File: src/rtl/sar_conv_sequencer.sv
module sar_conv_sequencer #(
  parameter int CLK_MHZ = 100,
  parameter int DATA_W  = 16,
  parameter int GAP_NS  = 1_000_000
) (
  input  logic              clk,
  input  logic              rst,
  input  logic              cnv_n,
  input  logic              warp,
  input  logic              impulse,
  input  logic              pwr_dn,
  input  logic [DATA_W-1:0] sample,
  output logic              busy,
  output logic              rdy,
  output logic [DATA_W-1:0] result,
  output logic              gap_err
);

  function automatic int ns2cyc(input int ns);
    return (ns * CLK_MHZ + 999) / 1000;
  endfunction

  localparam int CONV_F  = ns2cyc(750);
  localparam int CONV_N  = ns2cyc(1000);
  localparam int CONV_S  = ns2cyc(1250);
  localparam int SPC_F   = ns2cyc(1750);
  localparam int SPC_N   = ns2cyc(2000);
  localparam int SPC_S   = ns2cyc(2250);
  localparam int ACQ     = ns2cyc(1000);
  localparam int GAP_CYC = ns2cyc(GAP_NS);
  localparam int CW      = $clog2(GAP_CYC + 1);

  typedef enum logic [1:0] {M_NORM, M_FAST, M_SLOW} mode_e;

  mode_e          mode_in, mode_q;
  logic           cnv_q;
  logic [CW-1:0]  cnt, conv_end, spc_min;
  logic           edge_go, auto_go, start;

  assign mode_in = (warp && !impulse) ? M_FAST :
                   (impulse && !warp) ? M_SLOW : M_NORM;

  always_comb begin
    case (mode_q)
      M_FAST:  begin conv_end = CW'(CONV_F - 1); spc_min = CW'(SPC_F - 1); end
      M_SLOW:  begin conv_end = CW'(CONV_S - 1); spc_min = CW'(SPC_S - 1); end
      default: begin conv_end = CW'(CONV_N - 1); spc_min = CW'(SPC_N - 1); end
    endcase
  end

  assign edge_go = cnv_q && !cnv_n && !busy && (cnt >= spc_min);
  assign auto_go = (mode_q == M_SLOW) && (mode_in == M_SLOW) && !cnv_n && !busy &&
                   (cnt == CW'(CONV_S + ACQ - 1));
  assign start   = (edge_go || auto_go) && !pwr_dn;

  always_ff @(posedge clk or posedge rst) begin
    if (rst) begin
      cnv_q   <= 1'b1;
      busy    <= 1'b0;
      rdy     <= 1'b0;
      result  <= '0;
      gap_err <= 1'b0;
      mode_q  <= M_NORM;
      cnt     <= CW'(GAP_CYC);
    end else begin
      cnv_q <= cnv_n;
      rdy   <= 1'b0;
      if (start) begin
        busy    <= 1'b1;
        cnt     <= '0;
        mode_q  <= mode_in;
        gap_err <= 1'b0;
      end else begin
        if (cnt != CW'(GAP_CYC)) cnt <= cnt + 1'b1;
        if (busy && cnt == conv_end) begin
          busy   <= 1'b0;
          rdy    <= 1'b1;
          result <= sample;
        end
        if (mode_q == M_FAST && !busy && cnt == CW'(GAP_CYC - 1)) gap_err <= 1'b1;
      end
    end
  end

endmodule

File: config.mk
export PLATFORM = sky130hd
export DESIGN_NAME = sar_conv_sequencer
export DESIGN_NICKNAME = d
export VERILOG_FILES = /design/src/rtl/sar_conv_sequencer.sv
export SDC_FILE = /design/constraint.sdc
export NUM_CORES = 1
export LEC_CHECK = 0
export CAP_MARGIN = 20
export CORE_MARGIN = 4
export CORE_UTILIZATION = 50
export DETAILED_ROUTE_END_ITERATION = 12
export PLACE_DENSITY = 0.86
export SLEW_MARGIN = 20
export SYNTH_ARGS = -nofsm -noshare
export SYNTH_HDL_FRONTEND = slang
export SYNTH_SLANG_ARGS = --single-unit
File: constraint.sdc
create_clock -name clk -period 3.2 [get_ports clk]
set_clock_uncertainty 0.2 [all_clocks]
set_input_delay 0.48 -clock clk [delete_from_list [all_inputs] [get_ports clk]]
set_output_delay 0.48 -clock clk [all_outputs]
set_load 0.01 [all_outputs]
==> metrics.log <==
[metrics] CTS resizes: 0
[metrics] All-Layer GR Usage: 17.0%
[metrics] ratio of final minimum period to clock period: 88.0%
[metrics] Die W: 71.0 um
[metrics] # diodes: 0
[metrics] ordered cell list for the critical path: inv_1 -> ha_1 -> nor2_1 -> a21oi_1 -> nor4_1 -> nand3_2 -> mux2_2
[metrics] average size of a mapped cell: 10.8 um^2
[metrics] sum of routed wire length over all layers: 4080 um
[metrics] Overflow after GRT: 0
[metrics] Starting Density: 52.9%
[metrics] floorplan row count: 22
[metrics] PortBufs: 40
[metrics] Chip Height: 71.0 um
[metrics] Post CTS Setup Buffer Count: 0
[metrics] Ports: 41
[metrics] most frequent standard cell in the layout excluding fill and tap cells: clkdlybuf4s50_1
[metrics] area of combinational cells with multiple inputs: 937 um^2
[metrics] endpoint required time on the critical path: 3.17 ns
[metrics] PD cells: 422 mW/mm^2
[metrics] wire length per cell: 14.8 um
[metrics] least setup slack across all paths after layout: 0.384 ns
[metrics] worst min-delay path class: reg -> reg
[metrics] worst relative slew slack: 59.9%
[metrics] proportion of synthesized flip-flops having asynchronous set or reset: 100%
[metrics] summed instance area of the synthesized netlist: 0.00198 mm^2
[metrics] share of the yosys chip area belonging to registers: 49.7%
[metrics] CTS Buf Count: 5
[metrics] setup_tns: 0 ns
[metrics] Synth Area in XOR/XNOR: 7.51%
[metrics] unrepaired setup endpoints after global routing: no
[metrics] number of flops mapped to enable cells by yosys: 0
[metrics] IR Drop Worst-Case VDD: 340 uV
[metrics] number of buffers inserted for hold repair after clock tree synthesis: 0
[metrics] minimum clock period: 2.82 ns
[metrics] sort of element at the start of the critical path: flop
[metrics] sum of routed wire segments on met1: 1770 um
[metrics] biggest area contributors in the synthesized netlist: dfrtp_1 40%, mux2_2 9.7%, dfstp_2 9.3%
[metrics] Filler Cell Count: 288
[metrics] Met3 Routed Length: 379 um
[metrics] top_reg_cell synth: dfrtp_1
[metrics] synthesized-area fraction occupied by adder cells: 5.05%
[metrics] Unique masters post-synth: 40
[metrics] final cell area excluding filler cells: 0.00256 mm^2
[metrics] insertion delay to the later sink of the worst-skew pair: 0.29 ns
[metrics] number of clock sinks seen by CTS: 39
[metrics] cell with the largest stage delay on the worst path: nand3_2
[metrics] placeable core region: 0.00374 mm^2
[metrics] initial drt markers: 113
[metrics] clock tree from TritonCTS: done
[metrics] simple-gate area share of the yosys netlist: 19.8%
[metrics] post-detailed-route DRC marker count: 0
[metrics] number of antenna violations at the first check in global routing: 0
[metrics] CP max FO: 17
[metrics] number of nets in the final layout: 256
[metrics] number of warnings reported in the yosys synthesis log: 0
[metrics] total length of routed met2 wires: 1890 um
[metrics] reported leakage power: 1.11 nW
[metrics] actual transition at the worst max-transition pin: 0.596 ns
[metrics] count of endpoints failing hold in the final timing report: 0
[metrics] growth of design area from synthesis to finish: 29.0%
[metrics] Clock H-tree levels: 2
[metrics] top layer reached by signal wires: met4
[metrics] half-perimeter wire length after placement: 2890 um
[metrics] number of global-route vias before repair: 1544
[metrics] global-route wire length before repair: 6850 um
[metrics] worst setup path category: reg -> reg
[metrics] outcome: complete, no violations
[metrics] WP buf/inv: 1
[metrics] pre-CTS worst setup slack: 0.522 ns
[metrics] number of setup violations in the final report: 0
[metrics] area taken by flip-flops and latches: 985 um^2
[metrics] CP Capture Type: flop
[metrics] detailed-route vias per instance: 5.49
[metrics] cell type with the highest aggregate area in the netlist: dfrtp_1
[metrics] Final ANT Viol Nets: 0
[metrics] share of post-route cells with drive strength above 1: 16.3%
[metrics] post-synthesis sequential element count: 39
[metrics] number of pins exceeding their max-slew limit in the final report: 0
[metrics] multiplexer share of the synthesized area: 10.7%
[metrics] Clock Path Buffers: 2
[metrics] Root Driver: clkbuf_8
[metrics] dominant combinational cell family by area after synthesis: simple AND/OR/NAND/NOR gates
[metrics] area share of the leading cell type in the synthesized netlist: 40.4%
[metrics] Synthesized Nets: 213
[metrics] startpoint of the most critical setup path: mode_q[0]$_DFFE_PP0P_
[metrics] biggest cell delay along the critical path: 0.49 ns
[metrics] Die Outline Area: 0.00504 mm^2
[metrics] compound-gate portion of the synthesized area: 4.29%
[metrics] arrival time at the worst endpoint: 2.79 ns
[metrics] cell family with most CP delay: simple AND/OR/NAND/NOR gates
[metrics] overall via count from detail_route: 1509
[metrics] number of maximum-capacitance violations: 0
[metrics] critical register-to-register path startpoint: mode_q[0]$_DFFE_PP0P_
[metrics] RePlAce Congestion: 0.915
[metrics] Initial DRT Pass Iterations: 4
[metrics] most frequent cells in the layout: 40 x clkdlybuf4s50_1, 32 x dfrtp_1, 23 x nor2_1
[metrics] cell count after synthesis: 183
[metrics] clock slew at the register clock pins of the worst setup and hold paths: 0.07 ns
[metrics] pin count of the biggest net entering global routing: 40
[metrics] source of the worst hold timing path: result[5]$_DFFE_PP0P_
[metrics] area post-placement: 0.00242 mm^2
[metrics] achievable clock frequency: 0.355 GHz
[cell type report]
| class | count | share of cell area (%) |
|---|---|---|
| Sequential cell | 39 | 38.5 |
| Tap cell | 48 | 2.35 |
| Clock inverter | 2 | 2.35 |
| Inverter | 7 | 1.03 |
| Multi-Input combinational cell | 131 | 36.7 |
| Timing Repair Buffer | 42 | 16.3 |
| Clock buffer | 6 | 2.84 |
[cells by family after synthesis]
kind of cell,count (synthesis)
AND/OR/NAND/NOR,75
adder cells (fa/ha/maj),8
multiplexers,19
buffers and inverters,13
flip-flops,39
AO/OA/AOI/OAI,12
XOR/XNOR,17
[sequential cells by signal (all words and copies together) (netlist names)]
name     cells
busy         1
cnt         17
cnv_q        1
gap_err      1
mode_q       2
rdy          1
result      16
[worst reg2reg max path: stages, from the launching register on]
cell	delay (ns)
dfrtp_1	0.41
inv_1	0.09
ha_1	0.39
nor2_1	0.17
a21oi_1	0.09
nor4_1	0.47
nand3_2	0.49
mux2_2	0.42
[stage by stage]
| stage | power [W] | util, % | std cells | hold slack [ns] |
|---|---|---|---|---|
| 2_1_floorplan | 0.000551 | - | 183 | 0.284 |
| 6_report | 0.00108 | 68.3 | 275 | 0.311 |
| 3_5_place_dp | 0.000608 | 64.7 | 267 | 0.296 |
| 4_1_cts | 0.00109 | 68.3 | 275 | 0.315 |
| 3_3_place_gp | 0.000607 | 64.7 | 267 | 0.286 |
| 5_1_grt | 0.00111 | 68.3 | 275 | 0.329 |
[power by group]
part / switching [W] / total (W) / leakage, nW / internal [W]
Combinational: 0.0000313 / 0.0000849 / 0.578 / 0.0000536
Clock: 0.000168 / 0.000480 / 0.0654 / 0.000312
Sequential: 0.00000707 / 0.000513 / 0.468 / 0.000506
[path summary, 6_finish.rpt]
| check | to | slack (ns) | cells past startpoint |
|---|---|---|---|
| min in group asynchronous | result[2]$_DFFE_PP0P_ | 0.39 | 3 |
| worst min-delay path | result[5]$_DFFE_PP0P_ | 0.31 | 1 |
| worst max register to register | result[12]$_DFFE_PP0P_ | 0.38 | 7 |
| worst max-delay path | result[12]$_DFFE_PP0P_ | 0.38 | 7 |
| max in group asynchronous | cnt[5]$_DFFE_PP1P_ | 2.04 | 3 |
| worst min register to register | result[5]$_DFFE_PP0P_ | 0.31 | 1 |
[synthesized netlist by cell type, drive strengths merged, types with 2 or more instances]
cell and instances:
dfrtp 32, nor2 23, mux2 17, nand2 17, xor2 9, ha 8
nand3 8, xnor2 8, dfstp 7, inv 7, and3 4, buf 4
nor3 4, nand2b 3, nand4 3, nor4 3, or4 3, a21oi 2
a31oi 2, clkbuf 2, mux2i 2
[metal layers]
metal	vias up	GRT usage [%]
met5	-	0
met4	0	7.52
met3	6	6.39
met2	63	26.1
met1	721	21.3
li1	719	-
Note: power is estimated with default switching activity, not from simulation.
